===== src/rtl/lirq_pkg.sv =====
package lirq_pkg;
    // Shared sizes and register offsets for the level interrupt aggregator.
    localparam int unsigned NSRC_DEF   = 32;
    localparam int unsigned ADDR_W_DEF = 8;
    localparam logic [7:0]  OFF_CAUSE  = 8'h00;
    localparam logic [7:0]  OFF_MASK   = 8'h04;

    typedef enum logic [1:0] {
        SEL_NONE  = 2'd0,
        SEL_CAUSE = 2'd1,
        SEL_MASK  = 2'd2
    } reg_sel_e;
endpackage


===== src/rtl/lirq_bus_dec.sv =====
module lirq_bus_dec
    import lirq_pkg::*;
#(
    parameter int unsigned ADDR_W = ADDR_W_DEF,
    parameter int unsigned DATA_W = NSRC_DEF
) (
    input  logic [ADDR_W-1:0] addr_i,
    input  logic              we_i,
    input  logic [DATA_W-1:0] cause_q_i,
    input  logic [DATA_W-1:0] mask_q_i,
    output logic              cause_we_o,
    output logic              mask_we_o,
    output logic [DATA_W-1:0] rdata_o
);
    reg_sel_e sel;

    always_comb begin
        if (addr_i == ADDR_W'(OFF_CAUSE))      sel = SEL_CAUSE;
        else if (addr_i == ADDR_W'(OFF_MASK))  sel = SEL_MASK;
        else                                   sel = SEL_NONE;
    end

    always_comb begin
        cause_we_o = 1'b0;
        mask_we_o  = 1'b0;
        rdata_o    = '0;
        unique case (sel)
            SEL_CAUSE: begin
                cause_we_o = we_i;
                rdata_o    = cause_q_i;
            end
            SEL_MASK: begin
                mask_we_o = we_i;
                rdata_o   = mask_q_i;
            end
            default: begin
                rdata_o = '0;
            end
        endcase
    end
endmodule


===== src/rtl/lirq_cause_reg.sv =====
module lirq_cause_reg #(
    parameter int unsigned NSRC = 32
) (
    input  logic            clk,
    input  logic            rst_n,
    input  logic [NSRC-1:0] src_i,
    input  logic            clr_en_i,
    input  logic [NSRC-1:0] clr_bits_i,
    output logic [NSRC-1:0] cause_d_o,
    output logic [NSRC-1:0] cause_q_o
);
    genvar g;
    generate
        for (g = 0; g < NSRC; g++) begin : g_bit
            logic clr_hit;
            assign clr_hit = clr_en_i & clr_bits_i[g];
            // a high input outranks an acknowledge in the same cycle
            assign cause_d_o[g] = src_i[g] | (cause_q_o[g] & ~clr_hit);

            always_ff @(posedge clk) begin
                if (!rst_n) cause_q_o[g] <= 1'b0;
                else        cause_q_o[g] <= cause_d_o[g];
            end
        end
    endgenerate
endmodule


===== src/rtl/lirq_mask_reg.sv =====
module lirq_mask_reg #(
    parameter int unsigned NSRC = 32
) (
    input  logic            clk,
    input  logic            rst_n,
    input  logic            we_i,
    input  logic [NSRC-1:0] wdata_i,
    output logic [NSRC-1:0] mask_d_o,
    output logic [NSRC-1:0] mask_q_o
);
    assign mask_d_o = we_i ? wdata_i : mask_q_o;

    always_ff @(posedge clk) begin
        if (!rst_n) mask_q_o <= '0;
        else        mask_q_o <= mask_d_o;
    end
endmodule


===== src/rtl/lirq_lowest.sv =====
module lirq_lowest #(
    parameter int unsigned NSRC  = 32,
    localparam int unsigned IDX_W = $clog2(NSRC)
) (
    input  logic [NSRC-1:0]  vec_i,
    output logic [IDX_W-1:0] idx_o,
    output logic             vld_o
);
    always_comb begin
        idx_o = '0;
        for (int i = NSRC - 1; i >= 0; i--) begin
            if (vec_i[i]) idx_o = IDX_W'(i);
        end
    end

    assign vld_o = |vec_i;
endmodule


===== src/rtl/lirq_agg.sv =====
module lirq_agg
    import lirq_pkg::*;
#(
    parameter int unsigned NSRC   = NSRC_DEF,
    parameter int unsigned ADDR_W = ADDR_W_DEF,
    localparam int unsigned IDX_W = $clog2(NSRC)
) (
    input  logic              clk,
    input  logic              rst_n,
    input  logic [NSRC-1:0]   src_i,
    input  logic [ADDR_W-1:0] bus_addr_i,
    input  logic              bus_we_i,
    input  logic [NSRC-1:0]   bus_wdata_i,
    output logic [NSRC-1:0]   bus_rdata_o,
    output logic              irq_o,
    output logic [IDX_W-1:0]  pend_idx_o,
    output logic              pend_vld_o
);
    logic [NSRC-1:0] cause_q, cause_d;
    logic [NSRC-1:0] mask_q, mask_d;
    logic            cause_we, mask_we;
    logic            irq_q;

    lirq_bus_dec #(.ADDR_W(ADDR_W), .DATA_W(NSRC)) u_dec (
        .addr_i     (bus_addr_i),
        .we_i       (bus_we_i),
        .cause_q_i  (cause_q),
        .mask_q_i   (mask_q),
        .cause_we_o (cause_we),
        .mask_we_o  (mask_we),
        .rdata_o    (bus_rdata_o)
    );

    lirq_cause_reg #(.NSRC(NSRC)) u_cause (
        .clk        (clk),
        .rst_n      (rst_n),
        .src_i      (src_i),
        .clr_en_i   (cause_we),
        .clr_bits_i (bus_wdata_i),
        .cause_d_o  (cause_d),
        .cause_q_o  (cause_q)
    );

    lirq_mask_reg #(.NSRC(NSRC)) u_mask (
        .clk      (clk),
        .rst_n    (rst_n),
        .we_i     (mask_we),
        .wdata_i  (bus_wdata_i),
        .mask_d_o (mask_d),
        .mask_q_o (mask_q)
    );

    lirq_lowest #(.NSRC(NSRC)) u_low (
        .vec_i (cause_q & mask_q),
        .idx_o (pend_idx_o),
        .vld_o (pend_vld_o)
    );

    // registered request built from next-state values so it tracks cause&mask
    always_ff @(posedge clk) begin
        if (!rst_n) irq_q <= 1'b0;
        else        irq_q <= |(cause_d & mask_d);
    end

    assign irq_o = irq_q;
endmodule


===== config.mk =====
export PLATFORM = sky130hd
export DESIGN_NAME = lirq_agg
export DESIGN_NICKNAME = d
export VERILOG_FILES = /design/src/rtl/lirq_pkg.sv /design/src/rtl/lirq_bus_dec.sv /design/src/rtl/lirq_cause_reg.sv /design/src/rtl/lirq_mask_reg.sv /design/src/rtl/lirq_lowest.sv /design/src/rtl/lirq_agg.sv
export SDC_FILE = /design/constraint.sdc
export NUM_CORES = 1
export LEC_CHECK = 0
export BUFFER_PORTS_ARGS = -buffer_cell sky130_fd_sc_hd__buf_2
export CORE_MARGIN = 2
export CORE_UTILIZATION = 53
export DETAILED_ROUTE_END_ITERATION = 12
export GPL_TIMING_DRIVEN = 0
export PLACE_DENSITY = 0.81
export SYNTH_ARGS = -nofsm -noshare
export SYNTH_HDL_FRONTEND = slang
export SYNTH_HIERARCHICAL = 1
export SYNTH_SLANG_ARGS = --single-unit

===== constraint.sdc =====
create_clock -name clk -period 3.15 [get_ports clk]
set_input_delay 0.1575 -clock clk [delete_from_list [all_inputs] [get_ports clk]]
set_output_delay 0.1575 -clock clk [all_outputs]
set_load 0.02 [all_outputs]

# Word level (Yosys, flattened, before mapping)
# Index checks and enable logic that the tools add are counted.
classes:
  n_bitwise: 130
  reduce_logical: 3
  n_mux: 38
  n_eq_ne: 3
ops:
  columns: ["op", "n"]
  rows:
  - ["2-to-1 mux 5 bit", 32]
  - ["AND 1 bit", 64]
  - ["AND 32 bit", 2]
  - ["case mux 32 bit (2 select lines)", 1]
  - ["OR reduction 32 bit", 2]
  - ["2-to-1 mux 32 bit", 1]
  - ["NOT 1 bit", 32]
  - ["OR 1 bit", 32]
  - ["== test 8 x 3 -> 1 bit, second input constant", 1]
  - ["zero test 8 bit", 1]
  - ["2-to-1 mux 2 bit", 2]
  - ["== test 2 x 1 -> 1 bit, second input constant", 1]
  - ["== test 2 bit, second input constant", 1]
  - ["2-to-1 mux 1 bit", 2]
word_totals:
  wordCells: 208
  out_inout_bits: 39
  in_bits: 75
  reg_bits: 65

# Longest topological paths before layout
depth:
  word_depth: 33
  depth_mapped: 10
  depth_no_buf: 7

# Modules after synthesis
# Netlist, hierarchy kept.
modules_own_cells:
  columns: ["mod", "area_per_inst_um2", "cells_each", "seq_area_each_um2", "n_inst"]
  rows:
  - ["lirq_cause_reg", 1540.2, 166, 640.6, 1]
  - ["lirq_mask_reg", 1401.3, 103, 640.6, 1]
  - ["lirq_bus_dec", 775.7, 82, 0.0, 1]
  - ["lirq_lowest", 385.4, 65, 0.0, 1]
  - ["lirq_agg", 381.6, 54, 20.0, 1]

# Worst setup path after synthesis
# Ideal clock, no wire load.
synth_path:
  path_type: "input to register"
  start: "input bus_addr_i[4]"
  end: "register irq_q (netlist: irq_o)"
  setup_ps: 125
  arrival_time_ps: 2622
  path_stages: 9
  slack_ps: 403
  path_buffers: 2
  cell_sequence: "or4_4 -> buf_6 -> nor4_1 -> buf_6 -> nand2_1 -> a21o_1 -> a22oi_1 -> nand4_1 -> o41a_1"
synth_via:
  elab_chain_cells: 11
  elab_cells_between_ends: 139
  classes_between: "eq/ne: 3; mux: 5; bitwise: 129; reduce/logical: 2"
synth_lines:
  columns: ["element", "line", "rtl"]
  rows:
  - ["start, declared", "lirq_agg.sv:11", "input logic [ADDR_W-1:0] bus_addr_i,"]
  - ["== test 8 x 3 -> 1 bit", "lirq_bus_dec.sv:19", "else if (addr_i == ADDR_W'(OFF_MASK)) sel = SEL_MASK;"]
  - ["2-to-1 mux 2 bit", "lirq_bus_dec.sv:19", null]
  - ["2-to-1 mux 2 bit *", "lirq_bus_dec.sv:18", "if (addr_i == ADDR_W'(OFF_CAUSE)) sel = SEL_CAUSE;"]
  - ["== test 2 x 1 -> 1 bit *", "lirq_bus_dec.sv:27", "unique case (sel)"]
  - ["2-to-1 mux 1 bit *", "lirq_bus_dec.sv:27", null]
  - ["via cause_we", "lirq_agg.sv:21", "logic cause_we, mask_we;"]
  - ["AND 1 bit *", "lirq_cause_reg.sv:16", "assign clr_hit = clr_en_i & clr_bits_i[g];"]
  - ["NOT 1 bit *", "lirq_cause_reg.sv:18", "assign cause_d_o[g] = src_i[g] | (cause_q_o[g] & ~clr_hit);"]
  - ["AND 1 bit *", "lirq_cause_reg.sv:18", null]
  - ["OR 1 bit *", "lirq_cause_reg.sv:18", null]
  - ["via cause_d[6]", "lirq_agg.sv:19", "logic [NSRC-1:0] cause_q, cause_d;"]
  - ["AND 32 bit *", "lirq_agg.sv:62", "else irq_q <= |(cause_d & mask_d);"]
  - ["OR reduction 32 bit *", "lirq_agg.sv:62", null]
  - ["end signal, assigned", "lirq_agg.sv:62", null]
  - ["end, declared", "lirq_agg.sv:22", "logic irq_q;"]
# The timed path passes the listed nets; every way through them passes the cells marked *.
# A chain may end at the register's enable or synchronous reset.

# Worst setup path in the final report
# Ends and elaborated chain as after synthesis.

==> results.cfg <==
[status]
status = completed

[route]
drtIter0Drc = 209
via_count = 4190
postRouteWirelength_um = 13300
firstDrtPassIters = 4
drt-vias-per-instance = 5.99
drc_errors = 0
post_detailed_route_count_of_antenna_violating_nets = 0
wl_per_cell_um = 18.9

[clock_network]
tritoncts.num_buffers = 9
post_cts_resized = 0
max_clock_buf_depth = 2
ctsHtreeMaxLevel = 3
cts_hold_repair.buffers = 0
clock_insertion_delay_worst_skew_ns = 0.35
cts.reportedPaths.clkPinSlew_ns = 0.07
clock-root-buffer = sky130_fd_sc_hd__clkbuf_8
cts_setup_buffers = 0
cts_tree = yes
clock-sinks = 65

[power_and_ir_drop]
cellPowerDensity_nw_per_um2 = 322
swShare = 0.266
power_mw = 1.72
p_int_mw = 1.26
p_seq_frac = 0.513
static-leakage-power_nw = 2.39
comb_power_share = 0.134
power.clock.fraction = 0.353
vdd.ir_drop.worst_uv = 227
power_switching_uw = 457

[critical_path]
worstPathMaxFanout = 10
critPathTopFamily = simple AND/OR/NAND/NOR gates
arr_time_crit_path_ns = 2.99
timing.critical_path.slowest_cell_delay_ns = 0.60
critical_path.startpoint_type = input port
worstPathBufferInverterCount = 3
critPathSlowestCell = sky130_fd_sc_hd__nor4_2
critical_path.endpoint_type = flop
crit_top_cell = sky130_fd_sc_hd__buf_6
timing.critical_path.cells = buf_2, or4_4, buf_6, nor4_2, buf_6, nand2_1, a21o_1, a22oi_1, nand4_1, o41a_1
category_of_the_most_critical_setup_path = input port to flop
worst_ep_required_time_ns = 3.38

[final_layout]
fraction_of_final_layout_cells_sized_beyond_drive_strength_1 = 0.378
syn2layout_area_growth_pct = 18.9
layout_commonest_cell = sky130_fd_sc_hd__buf_2
fin_nets = 668
num_antenna_cells = 0
post_route_design_area_um2 = 5330
final_core_utilization = 0.649
n_fill_cell = 698
post_layout_nonfiller_instances = 700
multi_input_area_um2 = 2920
mostFrequentLayoutCells = 121 x sky130_fd_sc_hd__buf_2, 65 x sky130_fd_sc_hd__dfxtp_1, 63 x sky130_fd_sc_hd__and2_1
area.sequential_um2 = 1300

[worst_hold_path]
min-delay-path-class = input port to flop

[logic_synthesis]
synth-seq-cells = 65
yosysSeqAreaShare = 0.290
syn-instance-count = 470
synth_fp_nets = 545
synthesis.area_um2 = 4480
synth_cell_types = 41
count_of_synthesis_stage_warnings_from_yosys = 6
syn_area_per_cell_um2 = 9.54

[floorplan]
num_io_pins = 114
core_region_area_um2 = 8220
dieArea_um2 = 9210
die-width_um = 96.0
die_y_um = 96.0
floorplan.initialDensity = 0.546
row_count = 33

[sta]
setup_repair_after_global_routing_missed_its_margin = false
post-route-period-util = 0.877
finalWorstPathRequiredPeriod_ns = 2.76
worstMarginPinSlew_ns = 0.878
fin_worst_skew_ns = 0.00864
finalSetupViolCount = 0
finalHoldViolations = 0
slew_viol_final = 0
fin_worst_hold_slack_ns = 0.0504
max_freq_mhz = 362
timing.max_slew.rel_slack = 0.415

[global_route]
global_route.usage.total = 0.292
grt_first_pass_wirelength_um = 20100
gr-total-overflow = 0
vias_in_the_first_global_route = 4045
grt_max_degree = 12
antenna_found_initial = 0

[place]
post-place-cells = 687
post_placement_cell_area_um2 = 5180
routabilityCongestion = 0.895
numPortBuffers = 112
place.detailed.hpwl_um = 10100

[job]
max_cap_violations = 0
## kinds of logic after synthesis
family,count (synthesis),synth area share
flip-flops,65,0.290
buffers and inverters,32,0.0594
multiplexers,64,0.177
AND/OR/NAND/NOR,174,0.249
AO/OA/AOI/OAI,135,0.224
## stage by stage
stage                     TNS [ns]  worst slack, ns
after floorplan                  0            0.403
after global placement      -0.301           -0.301
after detailed placement    -0.280           -0.280
after CTS                        0           0.0796
after global routing             0            0.315
final                            0            0.388
## final cells by class
cell class,instances,share of cell area
multi-input cells,373,0.548
repair buffers,112,0.105
well taps,105,0.0246
clock buffers,12,0.0272
plain buffers,25,0.0450
inverters,7,0.00493
flip-flops and latches,65,0.244
clock inverters,1,0.000939
## power groups by stage
stage	Combinational [mW]	Sequential (mW)	Clock [mW]
after floorplan	0.128	0.890	0
after global placement	0.219	0.894	0
after detailed placement	0.226	0.898	0
after CTS	0.228	0.879	0.609
after global routing	0.247	0.885	0.639
final	0.231	0.880	0.605
## worst paths after layout
check             cells after the start  slack (ns)                               end                          start
hold reg to reg                       2        0.63     u_mask/mask_q_o[7]$_SDFF_PN0_  u_mask/mask_q_o[7]$_SDFF_PN0_
setup / recovery                     10        0.39                  irq_o$_SDFF_PN0_                  bus_addr_i[4]
hold / removal                        2        0.05  u_cause/cause_q_o[25]$_SDFF_PN0_                      src_i[25]
setup reg to reg                      4        1.55                  irq_o$_SDFF_PN0_  u_mask/mask_q_o[0]$_SDFF_PN0_
## worst register-to-register path: cells and delay by family, from the launching register on
family	cells	cell delay, ns
AOI/OAI and AO/OA	2	0.75
DFF	1	0.32
muxes	1	0.28
and+or+nand+nor	1	0.14
## metal layers
metal | GRT usage | wire [um]
met4 | 0.138 | 370
met2 | 0.501 | 6480
met3 | 0.0556 | 916
met5 | 0 | 0
met1 | 0.350 | 5490
## cells in the mapped netlist (all sizes together)
cell     count  area, um^2
o21ba       32         320
a2111oi      2        17.5
a211oi       1        7.51
o21ai       35         175
dfxtp       65        1300
nor3        40         360
a21oi        7        35.0
nand4        5        31.3
mux2i       32         320
or3          1        6.26
o2111ai      1        8.76
nor3b        2        15.0
a21o        33         248
inv          7        26.3
clkbuf       3        11.3
nand3        1        5.00
a221oi       1        8.76
a21boi       1        11.3
o31ai        4        30.0
nor2b        1        6.26
buf         22         229
a22oi       16         125
nand2       36         145
mux2        32         473
nor2        10        37.5
o21a         1        7.51
o41a         1        11.3
nor4         8        50.1
or4          5        48.8
and2        65         412
## registers in the layout, indices dropped and copies added (netlist names)
signal	flops
irq_o	1
u_mask/mask_q_o	32
u_cause/cause_q_o	32
Power figures use the tool's default switching activity.
